### src/rtl/pwr_rst_pkg.sv
package pwr_rst_pkg;
  typedef enum logic [3:0] {
    S_OFF  = 4'h0,
    S_MAIN = 4'h1,
    S_RAIL = 4'h2,
    S_RST  = 4'h3,
    S_RMT  = 4'h4,
    S_RUN  = 4'h6,
    S_SHED = 4'h7,
    S_PBTN = 4'hD,
    S_RCFG = 4'hE,
    S_POST = 4'hF
  } seq_st_e;

  localparam logic [3:0] RSN_NONE  = 4'd0;
  localparam logic [3:0] RSN_PWRUP = 4'd1;
  localparam logic [3:0] RSN_PBTN  = 4'd2;
  localparam logic [3:0] RSN_RCFG  = 4'd3;
  localparam logic [3:0] RSN_HOT   = 4'd4;
  localparam logic [3:0] RSN_TMO   = 4'd5;

  localparam logic [1:0] FLT_NONE = 2'd0;
  localparam logic [1:0] FLT_MAIN = 2'd1;
  localparam logic [1:0] FLT_RAIL = 2'd2;
  localparam logic [1:0] FLT_HOT  = 2'd3;
endpackage

### src/rtl/prs_timer.sv
module prs_timer #(
  parameter int LIMIT = 32
) (
  input  logic clk,
  input  logic rst,
  input  logic clr,
  input  logic run,
  output logic done
);
  localparam int CW = $clog2(LIMIT + 1);
  localparam logic [CW-1:0] LAST = CW'(LIMIT - 1);

  logic [CW-1:0] cnt;

  always_ff @(posedge clk) begin
    if (rst || clr) cnt <= '0;
    else if (run && cnt != LAST) cnt <= cnt + 1'b1;
  end

  assign done = run && (cnt == LAST);


  tmr_bound_chk: assert property (@(posedge clk) disable iff (rst)
    cnt <= LAST);
endmodule

### src/rtl/prs_rail_bank.sv
module prs_rail_bank #(
  parameter int N_RAILS = 4,
  localparam int IW = (N_RAILS > 1) ? $clog2(N_RAILS) : 1
) (
  input  logic               clk,
  input  logic               rst,
  input  logic               on_req,
  input  logic [IW-1:0]      on_idx,
  input  logic               shed,
  output logic [N_RAILS-1:0] rail_en,
  output logic               all_off
);
  logic [N_RAILS-1:0] top_mask;

  always_comb begin
    top_mask = '0;
    for (int i = 0; i < N_RAILS; i++) begin
      if (rail_en[i]) begin
        top_mask    = '0;
        top_mask[i] = 1'b1;
      end
    end
  end

  always_ff @(posedge clk) begin
    if (rst) rail_en <= '0;
    else if (shed) rail_en <= rail_en & ~top_mask;
    else if (on_req) rail_en[on_idx] <= 1'b1;
  end

  assign all_off = ~|rail_en;


  shed_one_chk: assert property (@(posedge clk) disable iff (rst)
    (shed && !all_off) |=> ($countones(rail_en) == $countones($past(rail_en)) - 1));

  generate
    for (genvar k = 1; k < N_RAILS; k++) begin : g_order

      rail_order_chk: assert property (@(posedge clk) disable iff (rst)
        $rose(rail_en[k]) |-> rail_en[k-1]);
    end
  endgenerate
endmodule

### src/rtl/prs_reason.sv
module prs_reason (
  input  logic       clk,
  input  logic       rst,
  input  logic       cap,
  input  logic [3:0] code,
  output logic [3:0] cur,
  output logic [3:0] prev
);
  always_ff @(posedge clk) begin
    if (rst) begin
      cur  <= '0;
      prev <= '0;
    end else if (cap) begin
      prev <= cur;
      cur  <= code;
    end
  end


  reason_shift_chk: assert property (@(posedge clk) disable iff (rst)
    cap |=> (prev == $past(cur)) && (cur == $past(code)));
endmodule

### src/rtl/pwr_rst_seq.sv
module pwr_rst_seq
  import pwr_rst_pkg::*;
#(
  parameter int N_RAILS = 4,
  parameter int N_DEV = 3,
  parameter int SW_W = 8,
  parameter logic [SW_W-1:0] CFG_DEFAULT = 8'hA5,
  parameter int TIMEOUT_CYC = 32,
  parameter int RST_HOLD = 4
) (
  input  logic               clk,
  input  logic               rst,
  input  logic               pwr_btn_n,
  input  logic               auto_on,
  input  logic               main_pg,
  input  logic [N_RAILS-1:0] rail_good,
  input  logic               rst_btn_n,
  input  logic               cfg_go,
  input  logic               rmt_ok,
  input  logic               ot_alert,
  input  logic [SW_W-1:0]    sw_in,
  output logic               main_en,
  output logic [N_RAILS-1:0] rail_en,
  output logic               por_n,
  output logic [N_DEV-1:0]   dev_rst_n,
  output logic [3:0]         seq_state,
  output logic               rmt_waiting,
  output logic [1:0]         fault_code,
  output logic [7:0]         rst_reason,
  output logic [SW_W-1:0]    cfg_q
);
  localparam int IW = (N_RAILS > 1) ? $clog2(N_RAILS) : 1;
  localparam logic [IW-1:0] LAST_RAIL = IW'(N_RAILS - 1);

  seq_st_e st, nxt;
  logic [IW-1:0] idx, on_idx;
  logic btn_prev, press, start, powered;
  logic on_req, shed, all_off, advance;
  logic rsn_cap, fault_set;
  logic [3:0] rsn_code, rsn_cur, rsn_prev;
  logic [1:0] fault_val;
  logic wait_done, hold_done, tmr_clr;

  assign press   = btn_prev && !pwr_btn_n;
  assign start   = !ot_alert && (press || (auto_on && fault_code == FLT_NONE));
  assign powered = st inside {S_MAIN, S_RAIL, S_RST, S_RMT, S_RUN, S_PBTN, S_RCFG, S_POST};
  assign tmr_clr = (st != nxt) || advance;

  prs_timer #(.LIMIT(TIMEOUT_CYC)) u_wait_tmr (
    .clk(clk), .rst(rst), .clr(tmr_clr),
    .run((st == S_MAIN) || (st == S_RAIL)), .done(wait_done));

  prs_timer #(.LIMIT(RST_HOLD)) u_hold_tmr (
    .clk(clk), .rst(rst), .clr(tmr_clr),
    .run(st == S_RST), .done(hold_done));

  prs_rail_bank #(.N_RAILS(N_RAILS)) u_rails (
    .clk(clk), .rst(rst), .on_req(on_req), .on_idx(on_idx),
    .shed(shed), .rail_en(rail_en), .all_off(all_off));

  prs_reason u_reason (
    .clk(clk), .rst(rst), .cap(rsn_cap), .code(rsn_code),
    .cur(rsn_cur), .prev(rsn_prev));

  always_comb begin
    nxt       = st;
    on_req    = 1'b0;
    on_idx    = idx;
    shed      = 1'b0;
    advance   = 1'b0;
    rsn_cap   = 1'b0;
    rsn_code  = RSN_NONE;
    fault_set = 1'b0;
    fault_val = FLT_NONE;
    if (powered && ot_alert) begin
      nxt       = S_SHED;
      rsn_cap   = 1'b1;
      rsn_code  = RSN_HOT;
      fault_set = 1'b1;
      fault_val = FLT_HOT;
    end else begin
      unique case (st)
        S_OFF: if (start) nxt = S_MAIN;
        S_MAIN: begin
          if (main_pg) begin
            nxt    = S_RAIL;
            on_req = 1'b1;
            on_idx = '0;
          end else if (wait_done) begin
            nxt       = S_SHED;
            rsn_cap   = 1'b1;
            rsn_code  = RSN_TMO;
            fault_set = 1'b1;
            fault_val = FLT_MAIN;
          end
        end
        S_RAIL: begin
          if (rail_good[idx]) begin
            if (idx == LAST_RAIL) begin
              nxt      = S_RST;
              rsn_cap  = 1'b1;
              rsn_code = RSN_PWRUP;
            end else begin
              advance = 1'b1;
              on_req  = 1'b1;
              on_idx  = idx + 1'b1;
            end
          end else if (wait_done) begin
            nxt       = S_SHED;
            rsn_cap   = 1'b1;
            rsn_code  = RSN_TMO;
            fault_set = 1'b1;
            fault_val = FLT_RAIL;
          end
        end
        S_RST:  if (hold_done) nxt = S_RMT;
        S_RMT:  if (rmt_ok) nxt = S_POST;
        S_POST: if (rst_btn_n && !cfg_go) nxt = S_RUN;
        S_RUN: begin
          if (!rst_btn_n) begin
            nxt      = S_PBTN;
            rsn_cap  = 1'b1;
            rsn_code = RSN_PBTN;
          end else if (cfg_go) begin
            nxt      = S_RCFG;
            rsn_cap  = 1'b1;
            rsn_code = RSN_RCFG;
          end
        end
        S_PBTN, S_RCFG: nxt = S_RST;
        S_SHED: begin
          if (!all_off) shed = 1'b1;
          else nxt = S_OFF;
        end
        default: nxt = S_OFF;
      endcase
    end
  end

  always_ff @(posedge clk) begin
    if (rst) begin
      st          <= S_OFF;
      idx         <= '0;
      btn_prev    <= 1'b1;
      fault_code  <= FLT_NONE;
      cfg_q       <= CFG_DEFAULT;
      por_n       <= 1'b0;
      dev_rst_n   <= '0;
      main_en     <= 1'b0;
      rmt_waiting <= 1'b0;
    end else begin
      st       <= nxt;
      btn_prev <= pwr_btn_n;
      if (st == S_MAIN && nxt == S_RAIL) idx <= '0;
      else if (advance) idx <= idx + 1'b1;
      if (st == S_OFF && nxt == S_MAIN) main_en <= 1'b1;
      else if (st == S_SHED && all_off) main_en <= 1'b0;
      if (fault_set) fault_code <= fault_val;
      else if (st == S_OFF && press) fault_code <= FLT_NONE;
      if (nxt == S_RST && st != S_RST) cfg_q <= sw_in;
      por_n       <= (nxt == S_RUN);
      dev_rst_n   <= {N_DEV{por_n && (nxt == S_RUN)}};
      rmt_waiting <= (nxt == S_RMT);
    end
  end

  assign seq_state  = st;
  assign rst_reason = {rsn_prev, rsn_cur};


  start_chk: assert property (@(posedge clk) disable iff (rst)
    (st == S_OFF && press && !ot_alert) |=> (st == S_MAIN) && main_en);

  rail_needs_main_chk: assert property (@(posedge clk) disable iff (rst)
    (|rail_en) |-> main_en);

  por_only_run_chk: assert property (@(posedge clk) disable iff (rst)
    por_n |-> (st == S_RUN));

  dev_after_por_chk: assert property (@(posedge clk) disable iff (rst)
    $rose(dev_rst_n[0]) |-> $past(por_n));

  rmt_hold_chk: assert property (@(posedge clk) disable iff (rst)
    (st == S_RMT && !rmt_ok && !ot_alert) |=> (st == S_RMT) && rmt_waiting);

  post_hold_chk: assert property (@(posedge clk) disable iff (rst)
    (st == S_POST && !ot_alert && (!rst_btn_n || cfg_go)) |=> (st == S_POST));

  hot_shed_chk: assert property (@(posedge clk) disable iff (rst)
    (powered && ot_alert) |=> (st == S_SHED) && (fault_code == FLT_HOT));

  fault_blocks_chk: assert property (@(posedge clk) disable iff (rst)
    (st == S_OFF && fault_code != FLT_NONE && !press) |=> (st == S_OFF));
endmodule

### config.mk
export PLATFORM = sky130hd
export DESIGN_NAME = pwr_rst_seq
export DESIGN_NICKNAME = d
export VERILOG_FILES = /design/src/rtl/pwr_rst_pkg.sv /design/src/rtl/prs_timer.sv /design/src/rtl/prs_rail_bank.sv /design/src/rtl/prs_reason.sv /design/src/rtl/pwr_rst_seq.sv
export SDC_FILE = /design/constraint.sdc
export NUM_CORES = 1
export LEC_CHECK = 0
export BUFFER_PORTS_ARGS = -buffer_cell sky130_fd_sc_hd__buf_2
export CAP_MARGIN = 20
export CORE_MARGIN = 8
export CORE_UTILIZATION = 54
export DETAILED_ROUTE_END_ITERATION = 6
export PLACE_DENSITY = 0.86
export SYNTH_ARGS = -nofsm -noshare
export SYNTH_HDL_FRONTEND = slang
export SYNTH_SLANG_ARGS = --single-unit
### constraint.sdc
create_clock -name clk -period 2.9 [get_ports clk]
set_clock_uncertainty 0.2 [all_clocks]
set_input_delay 0.145 -clock clk [delete_from_list [all_inputs] [get_ports clk]]
set_output_delay 0.145 -clock clk [all_outputs]
set_load 0.01 [all_outputs]
==> results.json, run 1 <==
{
  "grt_overflow_total": 0,
  "wl_per_cell_um": 16.8,
  "clkTransAtPathRegs_ps": 90,
  "cpLargestDelayFamily": "simple AND/OR/NAND/NOR gates",
  "ys_ff_latch": 40,
  "cts_buffers": 5,
  "antenna_found_initial": 0,
  "die_width_um": 82.2,
  "grt_start_max_net_pins": 37,
  "maxCapViolCount": 0,
  "finalCritPeriodShare_pct": 96.4,
  "status": "complete, no violations",
  "p_leak_nw": 1.20,
  "yosysUniqueCellTypes": 63,
  "fin_cells": 390,
  "synth_top_cell_area_share_pct": 33.8,
  "synth_area_leader_cell": "dfxtp_1",
  "dp_cells": 373,
  "path_class": "reg2reg",
  "power.density_nw_per_um2": 896,
  "drv_slew": 0,
  "relSlewSlack_pct": 59.0,
  "fmax_mhz": 358,
  "drc_errors": 0,
  "initial_utilization_pct": 55.1,
  "antenna_left": 0,
  "final_layout_size_suffix_gt1_share_pct": 27.8,
  "cts_setup_buffers": 0,
  "min_path_type": "in2reg",
  "insertion_delay_ps": 300,
  "whs_ps": 13.4,
  "cp_num_buf_inv": 1,
  "portBuffers": 50,
  "async_flop_share_pct": 0,
  "dieArea_um2": 6760,
  "die_y_um": 82.2,
  "dp_hpwl_mm": 4.68,
  "use_met2_pct": 34.1,
  "period_minus_slack_ps": 2800,
  "slowest_delay_ps": 540,
  "num-nets-final": 364,
  "htreeDepth": 2,
  "syn_area_per_cell_um2": 8.73,
  "dr_total_vias": 2295,
  "hold_viol_final": 0,
  "power_mw": 2.63,
  "clock-root-buffer": "clkbuf_8",
  "cp_max_fo": 11,
  "fin_ws_ps": 103,
  "setup_viol": 0,
  "use_met3_pct": 4.22,
  "cts_tree": "done",
  "synth_edf_count": 0,
  "cp-end-kind": "flip-flop",
  "crit_path_top_delay_cell": "dfxtp_1",
  "rows": 24,
  "vias_per_cell": 5.88,
  "place_area_um2": 2710,
  "finalInstanceArea_um2": 2930,
  "top_usage_layer": "met2",
  "grt_pass1_wl_mm": 10.7,
  "core_area_um2": 4290,
  "drt_pass1_iterations": 5,
  "dp_slack_ps": 161,
  "routed_wirelength_mm": 6.53,
  "io_pins": 53,
  "start_kind": "flip-flop",
  "path_cells": "nor4b_2, nor2b_1, nand3b_1, nor3_1, nor4b_2, buf_4, mux2i_1",
  "clock_path_buffers": 2,
  "cpMostUsedCell": "nor4b_2",
  "drt-initial-drc-count": 350,
  "grt_use_met1_pct": 24.0,
  "yosysWarnings": 0,
  "vdd_ir_drop_max_mv": 0.479,
  "grt_use_total_pct": 20.3,
  "worstPathArrival_ps": 2830,
  "tightest_slew_ps": 614,
  "gp_congestion": 0.950,
  "synthCells": 271,
  "synth-main-ff-cell": "dfxtp_1",
  "required_ps": 2930,
  "grt_pass1_vias": 2256,
  "yosysSeqAreaShare_pct": 33.8,
  "syn2layout_area_growth_pct": 24.0,
  "antenna-diode-count": 0,
  "synthesis.area_um2": 2370,
  "clkSinkCount": 40,
  "synthTopCellsByArea": "dfxtp_1 (34%), mux2i_1 (6.3%), nor2_1 (5.1%), nor3_1 (3.8%), ha_1 (3.2%)",
  "nFillCells": 338
}
## layout by cell type, fill, tap and decap left out, types with 3 or more instances in the layout
| cell | synthesis | final |
|---|---|---|
| buf_2 | 4 | 50 |
| dfxtp_1 | 40 | 40 |
| nor2_1 | 32 | 32 |
| nor3_1 | 18 | 17 |
| buf_4 | 6 | 17 |
| mux2i_1 | 15 | 15 |
| nand2b_1 | 12 | 12 |
| inv_1 | 11 | 11 |
| a21oi_1 | 11 | 11 |
| nand2_1 | 11 | 11 |
| nand3_1 | 9 | 9 |
| dlygate4sd3_1 | 0 | 9 |
| o21ai_0 | 8 | 8 |
| ha_1 | 6 | 6 |
| nor2b_1 | 5 | 5 |
| nand4_1 | 5 | 5 |
| clkbuf_8 | 0 | 5 |
| xnor2_1 | 4 | 4 |
| nor3b_1 | 3 | 3 |
| a2111oi_2 | 3 | 3 |
| o211ai_1 | 3 | 3 |
| o21a_1 | 3 | 3 |
| and3_1 | 3 | 3 |
## synth_stat cells (all sizes together), types with 2 or more instances
master   count
dfxtp       40
nor2        32
nor3        18
mux2i       15
nand2b      12
a21oi       11
buf         11
inv         11
nand2       11
nand3        9
o21ai        8
clkbuf       7
ha           6
nand4        5
nor2b        5
xnor2        4
a2111oi      3
and3         3
nor3b        3
nor4         3
nor4b        3
o211ai       3
o21a         3
or2          3
a211oi       2
and2         2
and3b        2
and4b        2
mux2         2
nand3b       2
nand4b       2
nor4bb       2
o211a        2
o41ai        2
or3b         2
xor2         2
## final cells by class
class,count,area (um2),area share (%)
well taps,52,65.1,2.22
clock inverters,3,47.5,1.62
flip-flops and latches,40,801,27.3
multi-input cells,203,1440,49.1
clock buffers,5,68.8,2.35
inverters,11,41.3,1.41
repair buffers,76,468,16.0
## final timing paths
kind	slack [ps]	cells past startpoint	to	start
setup / recovery	100	7	cfg_q[5]	seq_state[0]
hold / removal	10	3	u_reason.cur[0]	rst_btn_n
setup reg to reg	100	7	cfg_q[5]	seq_state[0]
hold reg to reg	270	2	u_reason.cur[0]	u_reason.cur[0]
## kinds of logic (layout without fill, tap and decap cells)
kind of cell	count (synthesis)	in the layout	synth area share, %
and+or+nand+nor	124	124	30.1
AOI/OAI and AO/OA	47	47	16.1
DFF	40	40	33.8
buffers and inverters	29	95	6.08
muxes	18	18	8.25
adders and majority gates	6	6	3.17
xor gates and xnor gates	6	6	2.22
other	1	2	0.158
## stage by stage
step | TNS, ps | utilization (%)
6_report | 0 | 68.3
4_1_cts | 0 | 67.9
5_1_grt | -24.1 | 68.3
3_3_place_gp | 0 | 63.1
2_1_floorplan | 0 | -
3_5_place_dp | 0 | 63.1
## timing repair
action                                 4_1_cts  5_1_grt
hold buffers                                 9        0
resized for setup                            0        3
setup endpoints to repair                    0        8
endpoints found under the hold margin        9        0
## power breakdown
group / switching [mW] / internal [mW] / total, mW
Sequential: 0.116 / 0.651 / 0.767
Clock: 0.211 / 0.259 / 0.470
Combinational: 0.809 / 0.583 / 1.39
## worst min-delay path: cells and delay by family
family	cells	cell delay [ps]
compound gates	2	210
buf+inv	1	110
## registers in the layout (all words and copies together), names as in the netlist
| name | count |
|---|---|
| u_hold_tmr.cnt | 3 |
| u_reason.prev | 3 |
| cfg_q | 8 |
| main_en | 1 |
| rmt_waiting | 1 |
| u_wait_tmr.cnt | 6 |
| fault_code | 2 |
| por_n | 1 |
| u_rails.rail_en | 4 |
| seq_state | 4 |
| btn_prev | 1 |
| idx | 2 |
| dev_rst_n | 1 |
| u_reason.cur | 3 |
## layer usage
layer,wire length [um],up-vias
met5,0,-
met4,163,0
met3,491,18
met2,3180,114
met1,2700,1049
li1,-,1114
(Power assumes the default switching activity.)
==> run 2, diff against run 1 <==
- ABC_AREA: default -> 1
- CORE_UTILIZATION: 54 -> 53
- CTS_CLUSTER_DIAMETER: default -> 80
- PLACE_DENSITY: 0.86 -> 0.85
==> results.json, run 2 <==
{
  "cpMostUsedCell": "nand2_1",
  "gp_congestion": 0.924,
  "grt_overflow_total": 0,
  "largest_register": "cfg_q",
  "hold_depth": 2,
  "required_ps": 2910,
  "fmax_mhz": 420,
  "vias_per_cell": 5.26,
  "yosysSeqAreaShare_pct": 35.5,
  "largest_reg_flops": 8,
  "finalSetupTns_ps": 0,
  "synth_top_family_by_area": "simple AND/OR/NAND/NOR gates",
  "status": "complete, no violations",
  "hold_viol_final": 0,
  "grt_start_max_net_pins": 19,
  "synth.most_common_cell": "nand2_1",
  "core_area_um2": 4060,
  "start_kind": "flip-flop",
  "reg2reg_to": "u_wait_tmr.cnt[4]",
  "clock_path_buffers": 2,
  "dieArea_um2": 6590,
  "antenna_found_initial": 0,
  "min_to": "fault_code[1]",
  "synthCells": 327,
  "setup_viol": 0,
  "r2r_start": "seq_state[0]",
  "synth-main-ff-cell": "dfxtp_1",
  "reg2reg_slack_ps": 520,
  "maxCapViolCount": 0,
  "yosysUniqueCellTypes": 34,
  "die_width_um": 81.2,
  "synth_fa_ha_area_share_pct": 3.33,
  "synth-xor-area-share_pct": 2.72,
  "syn2layout_area_growth_pct": 20.3,
  "crit_path_top_delay_cell": "dfxtp_1",
  "async_flop_share_pct": 0,
  "antenna-diode-count": 0,
  "syn_area_per_cell_um2": 6.89,
  "synthesis.area_um2": 2250,
  "slowest_delay_ps": 540,
  "r2r_cells": 10,
  "final_layout_size_suffix_gt1_share_pct": 22.2,
  "cts_buffers": 5,
  "drv_slew": 0,
  "cp-end-kind": "flip-flop",
  "vdd_ir_drop_max_mv": 0.478,
  "initial_utilization_pct": 55.5,
  "muxShareOfSynthArea_pct": 1.39,
  "synth_top_cell_area_share_pct": 35.5,
  "clkSinkCount": 40,
  "grt_pass1_wl_mm": 9.36,
  "power.density_nw_per_um2": 920,
  "dr_total_vias": 2297,
  "drc_errors": 0,
  "yosysWarnings": 0,
  "antenna_left": 0,
  "min_path_type": "in2reg",
  "synth-simple-area-share_pct": 42.5,
  "wl_per_cell_um": 13.1,
  "cts_setup_buffers": 0,
  "grt_pass1_vias": 2150,
  "drt-initial-drc-count": 125,
  "htreeDepth": 2,
  "synthTopCellsByArea": "dfxtp_1 (36%), nand2_1 (13%), nor2_1 (7.3%), nand3_1 (5.6%), inv_1 (5.2%)",
  "rsz0062_at_grt": "false",
  "clock-root-buffer": "clkbuf_8",
  "final_common_cell": "nand2_1",
  "ys_ff_latch": 40,
  "io_pins": 53,
  "power_mw": 2.49,
  "cp_max_fo": 14,
  "hold_start": "rst",
  "p_leak_nw": 1.39,
  "path_class": "reg2reg",
  "ys_top_cells_by_count": "nand2_1 (80), nor2_1 (44), dfxtp_1 (40)",
  "largestRegisters": "cfg_q x8, u_wait_tmr.cnt x6",
  "drt_pass1_iterations": 5,
  "insertion_delay_ps": 290,
  "routed_wirelength_mm": 5.74,
  "clkTransAtPathRegs_ps": 70,
  "layout_common_cells": "nand2_1 (80), buf_2 (50), nor2_1 (44)",
  "period_minus_slack_ps": 2380,
  "die_y_um": 81.2,
  "synth_compound_area_share_pct": 5.39,
  "portBuffers": 50,
  "dp_hpwl_mm": 4.39,
  "synth_edf_count": 0,
  "critPathLaunch": "seq_state[0]",
  "num-nets-final": 413,
  "rows": 23,
  "finalCritPeriodShare_pct": 82.0,
  "grt_use_total_pct": 17.9,
  "path_cells": "inv_2, nand2_1, nor2_1, nand2_1, nand3_1, nor3_4, nand3_2, nand2_1, nand2_2, nor3_1",
  "cts_tree": "done",
  "worstPathArrival_ps": 2390,
  "synth_area_leader_cell": "dfxtp_1"
}
-- run 2: changes by cell type after synthesis, sizes merged, moves of 12 or more --
cell,before,now
nand2,11,86
nand3,9,32
nor2,32,51
nand2b,12,0
inv,11,36
mux2i,15,2
-- run 2: cell families after synthesis --
family / count (synthesis)
simple gates: 202
buf+inv: 46
flops: 40
compound gates: 22
xor+xnor: 7
fa+ha+maj: 6
mux: 3
other cells: 1
-- run 2: worst max-delay path, delay by kind of cell, from the launching register on --
| kind | cells | cell delay (ps) |
|---|---|---|
| flops | 1 | 540 |
| buf+inv | 1 | 90 |
| simple gates | 9 | 1480 |
-- run 2: metrics by stage --
| stage | instances | hold WS (ps) | utilization [%] | setup WS [ps] | instance area, um2 |
|---|---|---|---|---|---|
| 2_1_floorplan | 328 | 23.5 | - | 957 | 2260 |
| 3_3_place_gp | 420 | 131 | 61.9 | 586 | 2510 |
| 3_5_place_dp | 420 | 145 | 61.9 | 577 | 2510 |
| 4_1_cts | 437 | 3.47 | 66.8 | 548 | 2710 |
| 5_1_grt | 437 | 24.2 | 66.8 | 348 | 2710 |
| 6_report | 437 | 6.06 | 66.8 | 521 | 2710 |
-- run 2: cell type report --
class                   instances  area (um2)
clock buffers                   6        72.6
clock inverters                 2        35.0
fillers                       367        1350
inverters                      37         139
multi-input cells             242        1250
flip-flops and latches         40         801
well taps                      50        62.6
repair buffers                 60         348
-- run 2: worst max-delay path by stage --
stage	end	cells past startpoint	slack [ps]
floorplan	cfg_q[0]	11	960
finish	u_wait_tmr.cnt[4]	10	520
CTS	u_wait_tmr.cnt[4]	10	550
detailed placement	u_wait_tmr.cnt[4]	10	580
global placement	idx[1]	11	590
global route	u_wait_tmr.cnt[4]	10	350
-- run 2: layer usage --
metal	vias to the layer above	wire, um	track usage (%)
li1	1166	-	-
met1	1032	2420	19.4
met2	83	2790	32.5
met3	16	440	5.96
met4	0	85	5.00
met5	-	0	0
-- run 2: repair_timing --
item / 4_1_cts / 5_1_grt
hold endpoints to repair: 9 / 0
gates resized for setup: 0 / 0
hold buffers: 9 / 0
-- run 2: power by group --
group          switching, mW  internal (mW)  leakage (nW)
clock                  0.190          0.255        0.0552
combinational          0.868          0.405          1.01
sequential             0.104          0.673         0.325
